<file path="config.mk">
export PLATFORM = sky130hd
export DESIGN_NAME = serial_audio_rx
export DESIGN_NICKNAME = d
export VERILOG_FILES = /design/src/rtl/sar_pkg.sv /design/src/rtl/sar_frame_track.sv /design/src/rtl/sar_bit_steer.sv /design/src/rtl/sar_word_collector.sv /design/src/rtl/serial_audio_rx.sv
export SDC_FILE = /design/constraint.sdc
export NUM_CORES = 1
export LEC_CHECK = 0
export BUFFER_PORTS_ARGS = -buffer_cell sky130_fd_sc_hd__buf_4
export CAP_MARGIN = 25
export CORE_MARGIN = 2
export CORE_UTILIZATION = 45
export DETAILED_ROUTE_END_ITERATION = 8
export HOLD_SLACK_MARGIN = 0.03
export PLACE_DENSITY = 0.66
export SYNTH_ARGS = -nofsm -noshare
export SYNTH_HDL_FRONTEND = slang
export SYNTH_SLANG_ARGS = --single-unit
</file>
<file path="constraint.sdc">
create_clock -name bclk_i -period 8 [get_ports bclk_i]
set_clock_uncertainty 0.15 [all_clocks]
set_input_delay 0.8 -clock bclk_i [delete_from_list [all_inputs] [get_ports bclk_i]]
set_output_delay 0.8 -clock bclk_i [all_outputs]
set_load 0.005 [all_outputs]
</file>
<file path="src/rtl/sar_pkg.sv">
package sar_pkg;
  localparam int CH_LEFT  = 0;
  localparam int CH_RIGHT = 1;
  localparam int NUM_CH   = 2;

  // counter must reach WORD_W + 1 (saturation point past the last slot)
  function automatic int cnt_width(input int word_w);
    return $clog2(word_w + 2);
  endfunction
endpackage

</file>
<file path="src/rtl/sar_frame_track.sv">
module sar_frame_track #(
  parameter int W     = 24,
  parameter int CNT_W = 5
) (
  input  logic             clk,
  input  logic             rst,
  input  logic             frame_i,
  input  logic             fmt_i2s_i,
  output logic             edge_o,
  output logic [CNT_W-1:0] cyc_o,
  output logic [CNT_W-1:0] last_cyc_o,
  output logic             left_now_o,
  output logic             armed_o
);
  localparam logic [CNT_W-1:0] LIM = CNT_W'(W + 1);

  logic             frame_q;
  logic             seen_q;
  logic [CNT_W-1:0] cnt_q;

  assign edge_o     = frame_i ^ frame_q;
  assign cyc_o      = edge_o ? '0 : cnt_q;
  assign last_cyc_o = cnt_q;
  assign left_now_o = fmt_i2s_i ? ~frame_i : frame_i;
  assign armed_o    = seen_q;

  always_ff @(posedge clk) begin
    if (rst) begin
      frame_q <= 1'b0;
      seen_q  <= 1'b0;
      cnt_q   <= '0;
    end else begin
      frame_q <= frame_i;
      seen_q  <= seen_q | edge_o;
      cnt_q   <= (cyc_o == LIM) ? LIM : cyc_o + 1'b1;
    end
  end


  cnt_cap_chk: assert property (@(posedge clk) disable iff (rst) cnt_q <= LIM);
endmodule

</file>
<file path="src/rtl/sar_bit_steer.sv">
module sar_bit_steer #(
  parameter int W     = 24,
  parameter int CNT_W = 5
) (
  input  logic             edge_i,
  input  logic [CNT_W-1:0] cyc_i,
  input  logic [CNT_W-1:0] last_cyc_i,
  input  logic             left_now_i,
  input  logic             fmt_i2s_i,
  input  logic             armed_i,
  output logic [1:0]       clr_o,
  output logic [1:0]       pub_o,
  output logic [1:0]       cap_o,
  output logic [CNT_W-1:0] idx_o
);
  localparam logic [CNT_W-1:0] W_C = CNT_W'(W);

  logic cur, prv;

  always_comb begin
    cur   = left_now_i ? 1'b0 : 1'b1;
    prv   = ~cur;
    clr_o = '0;
    pub_o = '0;
    cap_o = '0;
    idx_o = '0;
    if (edge_i) begin
      clr_o[cur] = 1'b1;
      pub_o[prv] = armed_i;
      if (fmt_i2s_i) begin
        // trailing slot of the word that is closing
        idx_o      = last_cyc_i - 1'b1;
        cap_o[prv] = armed_i && (last_cyc_i != '0) && (last_cyc_i <= W_C);
      end else begin
        idx_o      = '0;
        cap_o[cur] = 1'b1;
      end
    end else if (fmt_i2s_i) begin
      idx_o      = cyc_i - 1'b1;
      cap_o[cur] = (cyc_i != '0) && (cyc_i <= W_C);
    end else begin
      idx_o      = cyc_i;
      cap_o[cur] = cyc_i < W_C;
    end
  end
endmodule

</file>
<file path="src/rtl/sar_word_collector.sv">
module sar_word_collector #(
  parameter int W     = 24,
  parameter int CNT_W = 5
) (
  input  logic             clk,
  input  logic             rst,
  input  logic             clr_i,
  input  logic             cap_i,
  input  logic             pub_i,
  input  logic [CNT_W-1:0] idx_i,
  input  logic             sd_i,
  output logic [W-1:0]     data_o,
  output logic             valid_o
);
  localparam logic [W-1:0] TOP = {1'b1, {(W-1){1'b0}}};

  logic [W-1:0] acc_q, data_q, bitv;
  logic         valid_q;

  assign bitv    = (cap_i && sd_i) ? (TOP >> idx_i) : '0;
  assign data_o  = data_q;
  assign valid_o = valid_q;

  always_ff @(posedge clk) begin
    if (rst) begin
      acc_q   <= '0;
      data_q  <= '0;
      valid_q <= 1'b0;
    end else begin
      acc_q   <= clr_i ? bitv : (acc_q | bitv);
      valid_q <= pub_i;
      if (pub_i) data_q <= acc_q | bitv;
    end
  end


  valid_once_chk: assert property (@(posedge clk) disable iff (rst) valid_q |=> !valid_q);

  data_hold_chk: assert property (@(posedge clk) disable iff (rst) !valid_o |-> $stable(data_o));
endmodule

</file>
<file path="src/rtl/serial_audio_rx.sv">
module serial_audio_rx #(
  parameter int W = 24
) (
  input  logic         bclk_i,
  input  logic         rst_i,
  input  logic         frame_i,
  input  logic         sdata_i,
  input  logic         fmt_i2s_i,
  output logic [W-1:0] left_data_o,
  output logic         left_valid_o,
  output logic [W-1:0] right_data_o,
  output logic         right_valid_o
);
  import sar_pkg::*;
  localparam int CNT_W = cnt_width(W);

  logic             edge_s, left_now, armed;
  logic [CNT_W-1:0] cyc, last_cyc, idx;
  logic [1:0]       clr, pub, cap;
  logic [W-1:0]     ch_data  [NUM_CH];
  logic             ch_valid [NUM_CH];

  sar_frame_track #(.W(W), .CNT_W(CNT_W)) u_track (
    .clk(bclk_i), .rst(rst_i), .frame_i(frame_i), .fmt_i2s_i(fmt_i2s_i),
    .edge_o(edge_s), .cyc_o(cyc), .last_cyc_o(last_cyc),
    .left_now_o(left_now), .armed_o(armed)
  );

  sar_bit_steer #(.W(W), .CNT_W(CNT_W)) u_steer (
    .edge_i(edge_s), .cyc_i(cyc), .last_cyc_i(last_cyc), .left_now_i(left_now),
    .fmt_i2s_i(fmt_i2s_i), .armed_i(armed),
    .clr_o(clr), .pub_o(pub), .cap_o(cap), .idx_o(idx)
  );

  for (genvar g = 0; g < NUM_CH; g++) begin : g_ch
    sar_word_collector #(.W(W), .CNT_W(CNT_W)) u_col (
      .clk(bclk_i), .rst(rst_i), .clr_i(clr[g]), .cap_i(cap[g]), .pub_i(pub[g]),
      .idx_i(idx), .sd_i(sdata_i), .data_o(ch_data[g]), .valid_o(ch_valid[g])
    );
  end

  assign left_data_o   = ch_data[CH_LEFT];
  assign left_valid_o  = ch_valid[CH_LEFT];
  assign right_data_o  = ch_data[CH_RIGHT];
  assign right_valid_o = ch_valid[CH_RIGHT];


  chan_excl_chk: assert property (@(posedge bclk_i) disable iff (rst_i)
    !(left_valid_o && right_valid_o));
endmodule

</file>
# After elaboration in Yosys (flattened, before gate mapping)
# Index checks and enable logic that the tools add are counted.
[word_totals] regBits=105 wordCells=61 out_inout_bits=50 input_bits=5
[classes] n_bitwise=9 add_sub_neg=3 n_mux=20 eq_ne=1 n_reduce_logical=10 shift=1 magnitude_cmp=7
[ops] op="$mux W24" n=4
[ops] op="$or A24 B24 Y24" n=2
[ops] op="$mux W5" n=5
[ops] op="$shr A24 B5 Y24 const A" n=1
[ops] op="$le A5 B5 Y1 const B" n=2
[ops] op="$mux W2" n=5
[ops] op="$reduce_bool A5 Y1" n=2
[ops] op="$sub A5 B1 Y5 const B" n=2
[ops] op="$and A2 B2 Y2" n=4
[ops] op="$logic_and A1 B1 Y1" n=7
[ops] op="$add A5 B1 Y5 const B" n=1
[ops] op="$eq A5 B5 Y1 const B" n=1
[ops] op="$lt A5 B5 Y1 const B" n=1
[ops] op="$lt A1 B2 Y1 const B" n=2
[ops] op="$mux W1" n=4
[ops] op="$demux W1 S1" n=2
[ops] op="$ge A1 B1 Y1 const B" n=2
[ops] op="$reduce_or A2 Y1" n=1
[ops] op="$not A1 Y1" n=1
[ops] op="$or A1 B1 Y1" n=1
[ops] op="$xor A1 B1 Y1" n=1

# Logic depth before layout (Yosys ltp)
[depth] ltp_word=14 depth_mapped=12 depth_no_buf=9

# By module
# From an unflattened synthesis, not the netlist that was laid out.
[unflattened] cells_unflattened=537 area_unflattened_um2=4594.4
[modules_own_cells] module="sar_word_collector" n_inst=2 cells_each=226 seq_area_each_um2=980.9 area_each_um2=1955.6
[modules_own_cells] module="sar_bit_steer" n_inst=1 cells_each=51 seq_area_each_um2=0.0 area_each_um2=365.4
[modules_own_cells] module="sar_frame_track" n_inst=1 cells_each=34 seq_area_each_um2=140.1 area_each_um2=317.8

# Worst setup path before layout
# Ideal clock, no wire load.
[synth_timing] kind="input-to-reg" from="input port frame_i" to="register g_ch[1].u_col.data_q[13]" arrival_ps=2836 required_time_ps=7718 n_path_buf=1 setup_ps=132 slack_ps=4882 cell_stages=10 path_cell_list="xnor2_2 > buf_4 > nand2_1 > ha_1 > nor4b_1 > a2111oi_0 > a211oi_1 > nor2_2 > a211oi_1 > nor3_1"
[synth_via] elab_chain_len=13 word_cells_on_any_way=34 classes_between="1 x add/sub; 6 x order compare; 1 x shift; 14 x mux; 7 x bitwise; 5 x reduce/logical"
[synth_rtl] item="start, declared" line="serial_audio_rx.sv:6" text="input logic frame_i,"
[synth_rtl] item="parallel branches: the longest is 13 deep, another holds $sub A5 B1 Y5"
[synth_rtl] item="end signal, assigned" line="sar_word_collector.sv:32" text="if (pub_i) data_q <= acc_q | bitv;"
[synth_rtl] item="end, declared" line="sar_word_collector.sv:17" text="logic [W-1:0] acc_q, data_q, bitv;"
# Several ways; the timed one is not identified.
# A chain may end at the register's enable or synchronous reset.

# Worst setup path after layout
[layout_timing] from="input port frame_i" to="register g_ch[1].u_col.data_q[3]"
# Same word-level chain as after synthesis.

==> flow_summary.toml <==
[timing]
holdWs_ns = 0.309
timing_worst_slew_pin_value_ns = 1.07
timing.max_slew.rel_slack_pct = 28.6
finalHoldViolations = 0
timing.fmax_mhz = 281
report.final.slew_viol_count = 0
finalWorstPathRequiredPeriod_ns = 3.56
setup_viol = 0
unrepaired_setup_endpoints_after_global_routing = "false"
period_share_pct = 44.5
setup_tns_ns = 0

[synth]
netlist_area_sq_mm = 0.00444
avg_cell_area_syn_sq_um = 8.21
yosysUniqueCellTypes = 47
synth_flop_cell = "sky130_fd_sc_hd__dfxtp_1"
ys_warn_count = 0
number_of_enable_flip_flop_cells_after_synthesis = 0
ys_seq_elements = 105
synth_async_reset_ratio_pct = 0
yosysSeqAreaShare_pct = 47.4
synth_cells = 540
synth_nets = 547

[setup_path]
path_cells = "buf_4 -> xnor2_2 -> nand2_1 -> ha_1 -> nor4b_1 -> a2111oi_0 -> a211oi_1 -> nor2_2 -> nand2_1 -> a211oi_1"
cp_top_family = "compound AO/OA/AOI/OAI gates"
cp_data_arrival_time_ns = 3.69
setup.worst_path.end_class = "register"
critPathKind = "in -> reg"
cpMaxStageDelayCell = "sky130_fd_sc_hd__xnor2_2"
cp_num_cells = 10
critical_path.n_buffers_inverters = 1
reg2regPathDepth = 9
crit_required_ns = 8.13
critical_path.max_fanout = 17
max_stage_delay_ns = 0.61
crit_path_start_kind = "input pin"

[finish]
layout.nets = 575
post_route_cells_drive_above_1_share_pct = 16.4
multi_input_comb_area_sq_mm = 0.00213
num-fill-cells = 921
layout.area.seq_sq_mm = 0.00210
antenna_cells_inserted = 0
mostFrequentLayoutCells = "sky130_fd_sc_hd__nor2_1 (106), sky130_fd_sc_hd__dfxtp_1 (105), sky130_fd_sc_hd__nand2_1 (85)"
most_frequent_standard_cell_in_the_layout_excluding_fill_and_tap_cells = "sky130_fd_sc_hd__nor2_1"
instances_no_fill = 706
layout-area-overhead-vs-synth_pct = 14.2
stdcell_area_sq_mm = 0.00507

[die]
io_pins = 55
die_w_microns = 103
core-area_sq_mm = 0.00968
die_height_microns = 103
initial_core_util_pct = 45.8
design.die.area_sq_mm = 0.0107
floorplan.rows = 36

[route]
drt-pass1-iter-count = 5
vias = 3883
detail_route.iter0.violations = 274
vias_cell = 5.50
wl_per_cell_microns = 14.8
routed_wl_microns = 10400
drc_errors = 0
ant_nets = 0

[grt]
grt_max_degree = 106
grt_use_met1_pct = 27.7
overflow = 0
global_route.usage.met3_pct = 2.96
global_route.peak_usage_layer = "met2"
gr-usage-met2_pct = 33.9
grt_pass1_vias = 3559
antenna_found_initial = 0
first_pass_grt_wire_length_microns = 17200
grt.total_usage_pct = 20.5

[clocking]
cts_setup_buffers = 0
cts.reportedPaths.clkPinSlew_ns = 0.11
cts_tree = "done"
cts_hold_buf = 0
cts-htree-levels = 3
cts_max_path_buffers = 2
cts.root.buffer_cell = "sky130_fd_sc_hd__clkbuf_8"
post_cts_resized = 0
numCtsBuffers = 9
numClockSinks = 105
clock_insertion_delay_worst_skew_ns = 0.37

[pwr]
p_leak_nw = 1.85
ir_worst_vdd_mv = 0.111
power-per-cell-area_mw_per_mm2 = 197

[placed_design]
port_buffers = 54
detailedPlacementHpwl_microns = 6700
finalWeightedCongestion = 0.922
placed_cells_incl_taps = 689
detailed_place.area_sq_mm = 0.00485

[worst_hold_path]
hold_path.class = "reg -> reg"
min_path_cells = 2

[status]
status = "finished, final reports clean"

[flow_run]
timing.max_cap.violations = 0
path summary, 6_finish.rpt:
check                          start                 endpoint  slack [ns]
min          g_ch[0].u_col.acc_q[20]  g_ch[0].u_col.acc_q[20]        0.31
max                          frame_i  g_ch[1].u_col.data_o[3]        4.44
min reg2reg  g_ch[0].u_col.acc_q[20]  g_ch[0].u_col.acc_q[20]        0.31
max reg2reg          u_track.frame_q  g_ch[1].u_col.data_o[3]        4.63
registers in the layout, summed over array words and instances (netlist names):
signal and flops:
g_ch.u_col.acc_q 48, g_ch.u_col.data_o 48, u_track.last_cyc_o 5, g_ch.u_col.valid_o 2, u_track.armed_o 1, u_track.frame_q 1
metrics by stage:
stage	setup slack, ns	power (mW)	utilization [%]
after global routing	4.08	1.05	52.3
after CTS	4.47	1.00	52.0
final	4.44	0.999	52.3
after floorplan	4.88	0.650	-
after detailed placement	4.08	0.694	50.1
after global placement	4.21	0.692	50.1
cell usage after synthesis (3+ instances only):
cell type                    n  area [sq um]
sky130_fd_sc_hd__nor2_1    106           398
sky130_fd_sc_hd__dfxtp_1   105          2100
sky130_fd_sc_hd__nand2_1    85           319
sky130_fd_sc_hd__a211oi_1   54           405
sky130_fd_sc_hd__a21oi_1    45           225
sky130_fd_sc_hd__clkbuf_1   24          90.1
sky130_fd_sc_hd__nor3_1     15          75.1
sky130_fd_sc_hd__buf_2      12          60.1
sky130_fd_sc_hd__nand2b_1   11          68.8
sky130_fd_sc_hd__a22oi_1     8          60.1
sky130_fd_sc_hd__nor2b_1     7          43.8
sky130_fd_sc_hd__inv_1       5          18.8
sky130_fd_sc_hd__nand4_1     4          25.0
sky130_fd_sc_hd__nor2_2      4          25.0
sky130_fd_sc_hd__nor4_4      4          85.1
sky130_fd_sc_hd__a21oi_2     3          26.3
sky130_fd_sc_hd__and3_1      3          18.8
sky130_fd_sc_hd__buf_4       3          22.5
sky130_fd_sc_hd__xor2_1      3          26.3
tightest hold or removal path, cell delays in order, from the launching register on:
cell                      delay, ns
sky130_fd_sc_hd__dfxtp_1       0.32
sky130_fd_sc_hd__nand2_1       0.05
sky130_fd_sc_hd__a21oi_1       0.05
where the power goes:
group | internal, mW | leakage (nW) | switching (mW) | total (mW)
combinational | 0.0495 | 0.908 | 0.0810 | 0.130
clock | 0.121 | 0.0911 | 0.195 | 0.316
sequential | 0.539 | 0.851 | 0.0136 | 0.553
total | 0.709 | 1.85 | 0.290 | 0.999
layout make-up:
cell class	instances	share of cell area, %
flip-flops and latches	105	41.5
clock inverters	6	1.16
clock buffers	10	2.52
multi-input cells	388	42.0
repair buffers	59	9.14
well taps	133	3.28
inverters	5	0.370
layer usage:
layer | wire length (microns) | share of wire [%] | up-vias
li1 | - | - | 1923
met1 | 4660 | 45 | 1816
met2 | 4940 | 47 | 128
met3 | 636 | 6.1 | 16
met4 | 193 | 1.8 | 0
met5 | 0 | 0 | -
cell families (layout without fill, tap and decap cells):
logic type                 Yosys count  count (layout)  share of synthesized area, %
AOI/OAI and AO/OA                  130             130                          20.2
xor gates and xnor gates             5               5                          1.33
adders and majority gates            2               2                         0.564
buffers and inverters               47              80                          4.60
DFF                                105             105                          47.4
muxes                                1               1                         0.226
and+or+nand+nor                    250             250                          25.7
Power figures use the tool's default switching activity.
